`src/rtl/mii_fcs_pkg.sv`:
```
package mii_fcs_pkg;

  localparam logic [31:0] CRC_POLY    = 32'h04C1_1DB7;
  localparam logic [31:0] CRC_RESIDUE = 32'hC704_DD7B;
  localparam logic [3:0]  NIB_PRE     = 4'h5;
  localparam logic [3:0]  NIB_SFD     = 4'hD;

  typedef enum logic [1:0] {
    ST_IDLE = 2'd0,
    ST_PRE  = 2'd1,
    ST_BODY = 2'd2,
    ST_DROP = 2'd3
  } rx_state_e;

  // Advance the CRC by one nibble; d[0] is the earliest bit on the wire.
  function automatic logic [31:0] crc_step_nib(input logic [31:0] c, input logic [3:0] d);
    logic [31:0] r;
    logic        fb;
    r = c;
    for (int i = 0; i < 4; i++) begin
      fb = r[31] ^ d[i];
      r  = {r[30:0], 1'b0} ^ (fb ? CRC_POLY : 32'h0);
    end
    return r;
  endfunction

endpackage

```
`src/rtl/mii_sfd_tracker.sv`:
```
module mii_sfd_tracker
  import mii_fcs_pkg::*;
(
  input  logic       clk_i,
  input  logic       rst_ni,
  input  logic       rx_dv_i,
  input  logic [3:0] rxd_i,
  output logic       sfd_hit_o,
  output logic       body_nib_o,
  output logic       end_hit_o
);

  rx_state_e st_q, st_d;

  always_comb begin
    st_d = st_q;
    unique case (st_q)
      ST_IDLE: if (rx_dv_i) st_d = (rxd_i == NIB_PRE) ? ST_PRE : ST_DROP;
      ST_PRE: begin
        if (!rx_dv_i)              st_d = ST_IDLE;
        else if (rxd_i == NIB_SFD) st_d = ST_BODY;
        else if (rxd_i != NIB_PRE) st_d = ST_DROP;
      end
      ST_BODY: if (!rx_dv_i) st_d = ST_IDLE;
      ST_DROP: if (!rx_dv_i) st_d = ST_IDLE;
      default: st_d = ST_IDLE;
    endcase
  end

  always_ff @(posedge clk_i or negedge rst_ni) begin
    if (!rst_ni) st_q <= ST_IDLE;
    else         st_q <= st_d;
  end

  assign sfd_hit_o  = (st_q == ST_PRE)  &&  rx_dv_i && (rxd_i == NIB_SFD);
  assign body_nib_o = (st_q == ST_BODY) &&  rx_dv_i;
  assign end_hit_o  = (st_q == ST_BODY) && !rx_dv_i;

  // a frame body is entered only through the preamble state
  a_r9_body_via_pre: assert property (@(posedge clk_i) disable iff (!rst_ni)
    (st_q != ST_BODY) ##1 (st_q == ST_BODY) |-> $past(st_q) == ST_PRE);

endmodule

```
`config.mk`:
```
export PLATFORM = sky130hd
export DESIGN_NAME = mii_sfd_tracker
export DESIGN_NICKNAME = d
export VERILOG_FILES = /design/src/rtl/mii_fcs_pkg.sv /design/src/rtl/mii_sfd_tracker.sv
export SDC_FILE = /design/constraint.sdc
export NUM_CORES = 1
export LEC_CHECK = 0
export ABC_AREA = 1
export BUFFER_PORTS_ARGS = -buffer_cell sky130_fd_sc_hd__buf_2
export CAP_MARGIN = 20
export CORE_AREA = 2 2 39 41
export DETAILED_ROUTE_END_ITERATION = 8
export DIE_AREA = 0 0 41 43
export PLACE_DENSITY = 0.31
export SETUP_SLACK_MARGIN = 0.4
export SLEW_MARGIN = 20
export SYNTH_ARGS = -nofsm -noshare
export SYNTH_HDL_FRONTEND = slang
export SYNTH_SLANG_ARGS = --single-unit
export TNS_END_PERCENT = 50
```
`constraint.sdc`:
```
create_clock -name clk_i -period 0.8 [get_ports clk_i]
set_clock_uncertainty 0.05 [all_clocks]
set_input_delay 0.08 -clock clk_i [delete_from_list [all_inputs] [get_ports clk_i]]
set_output_delay 0.08 -clock clk_i [all_outputs]
set_load 0.01 [all_outputs]
```
==> flow_metrics.py, run 1 <==
metrics = {
    "cells_and_area": {
        "top_regs": "st_q: 2 flops",
        "layout-drive-gt1-share_pct": 52.8,
        "largest_reg_flops": 2,
        "top_register": "st_q",
        "layout_common_cells": "buf_2, nand2_1, inv_1, nor2_2",
        "final_common_cell": "buf_2",
        "syn2layout_area_growth_pct": 91.3,
        "n_antenna_cell": 0,
        "nets": 45,
    },
    "global_routing": {
        "grt_max_degree": 5,
        "grt.overflow.total": 0,
        "antenna_found_initial": 0,
        "grt_pass1_wl_um": 600,
        "grt_pass1_vias": 153,
        "grt.total_usage_pct": 5.61,
    },
    "clock_network": {
        "root_buffer": "clkbuf_4",
        "htree_num_levels": 1,
        "insertion_delay_ns": 0.23,
        "cts_tree": "yes",
        "clk_pin_slew_ns": 0.03,
        "cts_buffers": 3,
        "clockBufferDepth": 2,
        "cts.sinks": 2,
    },
    "place": {
        "hpwl_um": 277,
        "place_ws_ns": -0.122,
        "gp_congestion": 0.629,
        "io_buffers": 9,
    },
    "outcome": {
        "status": "finished with violations",
        "violations": "negative setup slack",
    },
    "power_and_ir_drop": {
        "power.density_nw_per_um2": 1660,
        "vdd_drop_max_mv": 0.255,
        "p_leak_uw": 0.000138,
        "p_total_uw": 408,
    },
    "logic_synthesis": {
        "ys_ff_latch": 2,
        "syn_avg_cell_area_um2": 6.14,
        "yosysSeqAreaShare_pct": 38.8,
        "ys_types": 7,
        "synth_area_um2": 129,
        "syn_nets": 28,
        "synthTopCellsByArea": "dfrtp_1, nand2_1, nor2_1, inv_1, nor2_2",
        "yosys.area.top_type": "dfrtp_1",
        "synth_top_area_share_pct": 38.8,
        "yosysWarnings": 0,
        "syn_inst": 21,
    },
    "timing": {
        "min_period_ns": 1.13,
        "relSlewSlack_pct": 91.7,
        "setup_tns_ns": -1.02,
        "finalCritPeriodShare_pct": 141,
        "setup_violations": 5,
        "max_freq_mhz": 884,
        "hold_slack_ns": 0.0656,
        "final_hold_viol_count": 0,
        "worstMarginPinSlew_ns": 0.124,
        "fin_ws_ns": -0.331,
        "grt_setup_unrepaired": "true",
        "drv_slew": 0,
    },
    "min_path": {
        "min_path_cells": 3,
        "hp-class": "in2reg",
    },
    "drt": {
        "via_per_inst": 3.02,
        "wl_per_cell_um": 6.88,
        "drtPass1Iterations": 1,
        "drc": 0,
        "vias": 157,
        "ant_nets": 0,
        "wl_um": 358,
        "drtIter0Drc": 0,
    },
    "setup_path": {
        "setup.worst_path.start_class": "register",
        "end_kind": "output pin",
        "critPathKind": "reg2out",
        "cp_data_arrival_time_ns": 1.00,
        "reg2reg_depth": 3,
        "cp_max_fo": 3,
        "crit_required_ns": 0.67,
    },
    "die": {
        "io_pins": 10,
        "core-area_um2": 1380,
        "core.rowCount": 14,
        "die_h_um": 43,
        "initial_core_util_pct": 9.31,
        "die_w_um": 41,
        "die-area_um2": 1760,
    },
    "run": {
        "maxCapViolations": 0,
    },
}
Yosys cell counts:
master   number
a21oi_1       2
dfrtp_1       2
inv_1         4
inv_2         1
nand2_1       5
nor2_1        5
nor2_2        2
logic make-up (layout without fill, tap and decap cells):
kind of cell | Yosys count | count (layout) | synth area share [%]
buf+inv | 5 | 20 | 14.6
simple gates | 12 | 12 | 38.8
compound gates | 2 | 2 | 7.77
flops | 2 | 2 | 38.8
power by group:
group          switching [uW]  internal [uW]  total [uW]
sequential               3.55            108         112
clock                    62.3            166         228
combinational            34.9           33.1        68.0
metrics by stage:
step                util (%)  std cells  cell area (um^2)
floorplan                  -         21               131
global placement        14.7         47               204
detailed placement      14.7         47               204
CTS                     17.8         52               246
global route            17.8         52               246
finish                  17.8         52               246
final cells by class:
class	instances	area, um^2
Inverter	5	18.8
Multi-Input combinational cell	14	65.1
Clock buffer	3	22.5
Sequential cell	2	50.0
Tap cell	16	20.0
Timing Repair Buffer	12	70.1
Fill cell	154	1140
repair_timing:
item                                   4_1_cts  5_1_grt
setup buffers                                1        0
pin swaps                                    2        0
setup endpoints to repair                    5        5
gates resized for setup                      1        0
endpoints found under the hold margin        2        0
hold buffers                                 1        0
critical path, stage by stage (launching register included):
cell	delay, ns
dfrtp_1	0.39
nor2_2	0.11
nand2_1	0.07
nor2_2	0.08
buf_2	0.13
path summary, 6_finish.rpt:
path | end | from | slack, ns
setup / recovery | sfd_hit_o | st_q[1] | -0.33
hold / removal | st_q[0] | rx_dv_i | 0.07
setup reg to reg | st_q[1] | st_q[1] | -0.05
hold reg to reg | st_q[0] | st_q[0] | 0.55
max in group asynchronous | st_q[0] | rst_ni | 0.49
min in group asynchronous | st_q[1] | rst_ni | 0.11
routing by layer:
| metal | vias to the layer above | track usage, % | routed length [um] |
|---|---|---|---|
| li1 | 91 | - | - |
| met1 | 54 | 7.67 | 211 |
| met2 | 12 | 5.00 | 86 |
| met3 | 0 | 3.66 | 60 |
| met4 | 0 | 6.00 | 0 |
| met5 | - | 0 | 0 |
Power figures use the tool's default switching activity.
==> inputs of run 2 (changes only) <==
Settings changed: PLACE_DENSITY 0.31 to 0.3.
==> flow_metrics.py, run 2 (synthesis gave the netlist of run 1 again) <==
metrics = {
    "clock_network": {
        "insertion_delay_ns": 0.22,
        "cts_tree": "yes",
        "htree_num_levels": 1,
        "root_buffer": "clkbuf_4",
        "cts.sinks": 2,
        "clockBufferDepth": 2,
        "cts_buffers": 3,
        "clk_pin_slew_ns": 0.03,
    },
    "timing": {
        "relSlewSlack_pct": 90.4,
        "finalCritPeriodShare_pct": 138,
        "drv_slew": 0,
        "final_hold_viol_count": 0,
        "max_freq_mhz": 908,
        "worstMarginPinSlew_ns": 0.143,
        "fin_ws_ns": -0.302,
        "min_period_ns": 1.10,
        "hold_slack_ns": 0.0727,
        "setup_violations": 5,
        "grt_setup_unrepaired": "true",
    },
    "drt": {
        "ant_nets": 0,
        "via_per_inst": 3.08,
        "wl_per_cell_um": 6.48,
        "wl_um": 337,
        "vias": 160,
        "drc": 0,
        "drtPass1Iterations": 4,
        "drtIter0Drc": 5,
    },
    "die": {
        "core.rowCount": 14,
        "io_pins": 10,
        "die_h_um": 43,
        "core-area_um2": 1380,
        "die-area_um2": 1760,
        "initial_core_util_pct": 9.31,
        "die_w_um": 41,
    },
    "global_routing": {
        "grt_pass1_vias": 141,
        "use_met1_pct": 5.41,
        "antenna_found_initial": 0,
        "met2_usage_pct": 5.00,
        "grt_most_used_layer": "met1",
        "grt_pass1_wl_um": 483,
        "grt.overflow.total": 0,
        "use_met3_pct": 1.57,
        "grt_max_degree": 5,
        "grt.total_usage_pct": 4.20,
    },
    "cells_and_area": {
        "fin_area_um2": 250,
        "top_regs": "st_q: 2 flops",
        "layout-drive-gt1-share_pct": 55.6,
        "stdcell_count": 52,
        "n_antenna_cell": 0,
        "final_common_cell": "buf_2",
        "utilization_pct": 18.1,
        "syn2layout_area_growth_pct": 94.2,
        "top_register": "st_q",
        "layout_common_cells": "buf_2, nand2_1, nor2_2",
        "largest_reg_flops": 2,
        "nets": 45,
    },
    "power_and_ir_drop": {
        "vdd_drop_max_mv": 0.483,
        "power.density_nw_per_um2": 1610,
        "p_total_uw": 402,
        "p_leak_uw": 0.000138,
    },
    "setup_path": {
        "setup.worst_path.start_class": "register",
        "critPathKind": "reg2out",
        "crit_slowest_cell": "dfrtp_1",
        "cp_max_fo": 3,
        "end_kind": "output pin",
        "crit_required_ns": 0.67,
        "regToRegSetupSlack_ns": -0.16,
        "cp_common_cell": "nor2_2",
        "max_stage_delay_ns": 0.39,
        "cp_data_arrival_time_ns": 0.97,
        "cp_cell_sequence": "nor2_2 > nand2_1 > nor2_2 > buf_2",
    },
    "outcome": {
        "status": "finished with violations",
        "violations": "negative setup slack",
    },
    "place": {
        "dp_cells": 47,
        "io_buffers": 9,
        "place_area_um2": 204,
        "gp_congestion": 0.620,
    },
    "run": {
        "maxCapViolations": 0,
    },
    "min_path": {
        "hp-class": "in2reg",
    },
}
==> run 2: path summary, 6_finish.rpt <==
kind / start / to / cells past startpoint
hold reg to reg: st_q[1] / st_q[0] / 2
setup reg to reg: st_q[1] / st_q[1] / 4
setup / recovery: st_q[1] / sfd_hit_o / 4
hold / removal: rx_dv_i / st_q[0] / 3
min in group asynchronous: rst_ni / st_q[0] / 2
max in group asynchronous: rst_ni / st_q[1] / 2
==> run 2: cell type report <==
cell class              instances  area [um^2]
multi-input cells              14         65.1
repair buffers                 12         73.8
flip-flops and latches          2         50.0
clock buffers                   3         22.5
inverters                       5         18.8
fillers                       163         1130
well taps                      16         20.0
==> run 2: metrics by stage <==
stage,setup TNS (ns),worst slack (ns)
2_1_floorplan,0,0.00370
3_3_place_gp,-0.280,-0.112
3_5_place_dp,-0.260,-0.0972
4_1_cts,-1.12,-0.329
5_1_grt,-1.28,-0.366
6_report,-1.06,-0.302
==> run 2: layer usage <==
layer	up-vias	wire length, um
met5	-	0
met4	0	0
met3	0	24
met2	6	121
met1	63	191
li1	91	-
==> run 2: timing repair <==
item                                   in CTS  in global routing
resized for setup                           2                  1
setup buffers                               1                  0
endpoints found under the hold margin       2                  0
pin swaps                                   3                  2
setup endpoints to repair                   5                  5
hold buffers                                1                  0
==> run 2: power breakdown <==
| group | leakage, uW | internal, uW | switching (uW) |
|---|---|---|---|
| logic | 0.000100 | 37.1 | 35.5 |
| registers | 0.0000242 | 109 | 4.77 |
| clock network | 0.0000138 | 165 | 50.8 |
| total | 0.000138 | 311 | 91.1 |
==> run 2: critical path, delay by kind of cell, from the launching register on <==
family	cells	cell delay (ns)
buffers and inverters	1	0.12
and+or+nand+nor	3	0.24
DFF	1	0.39
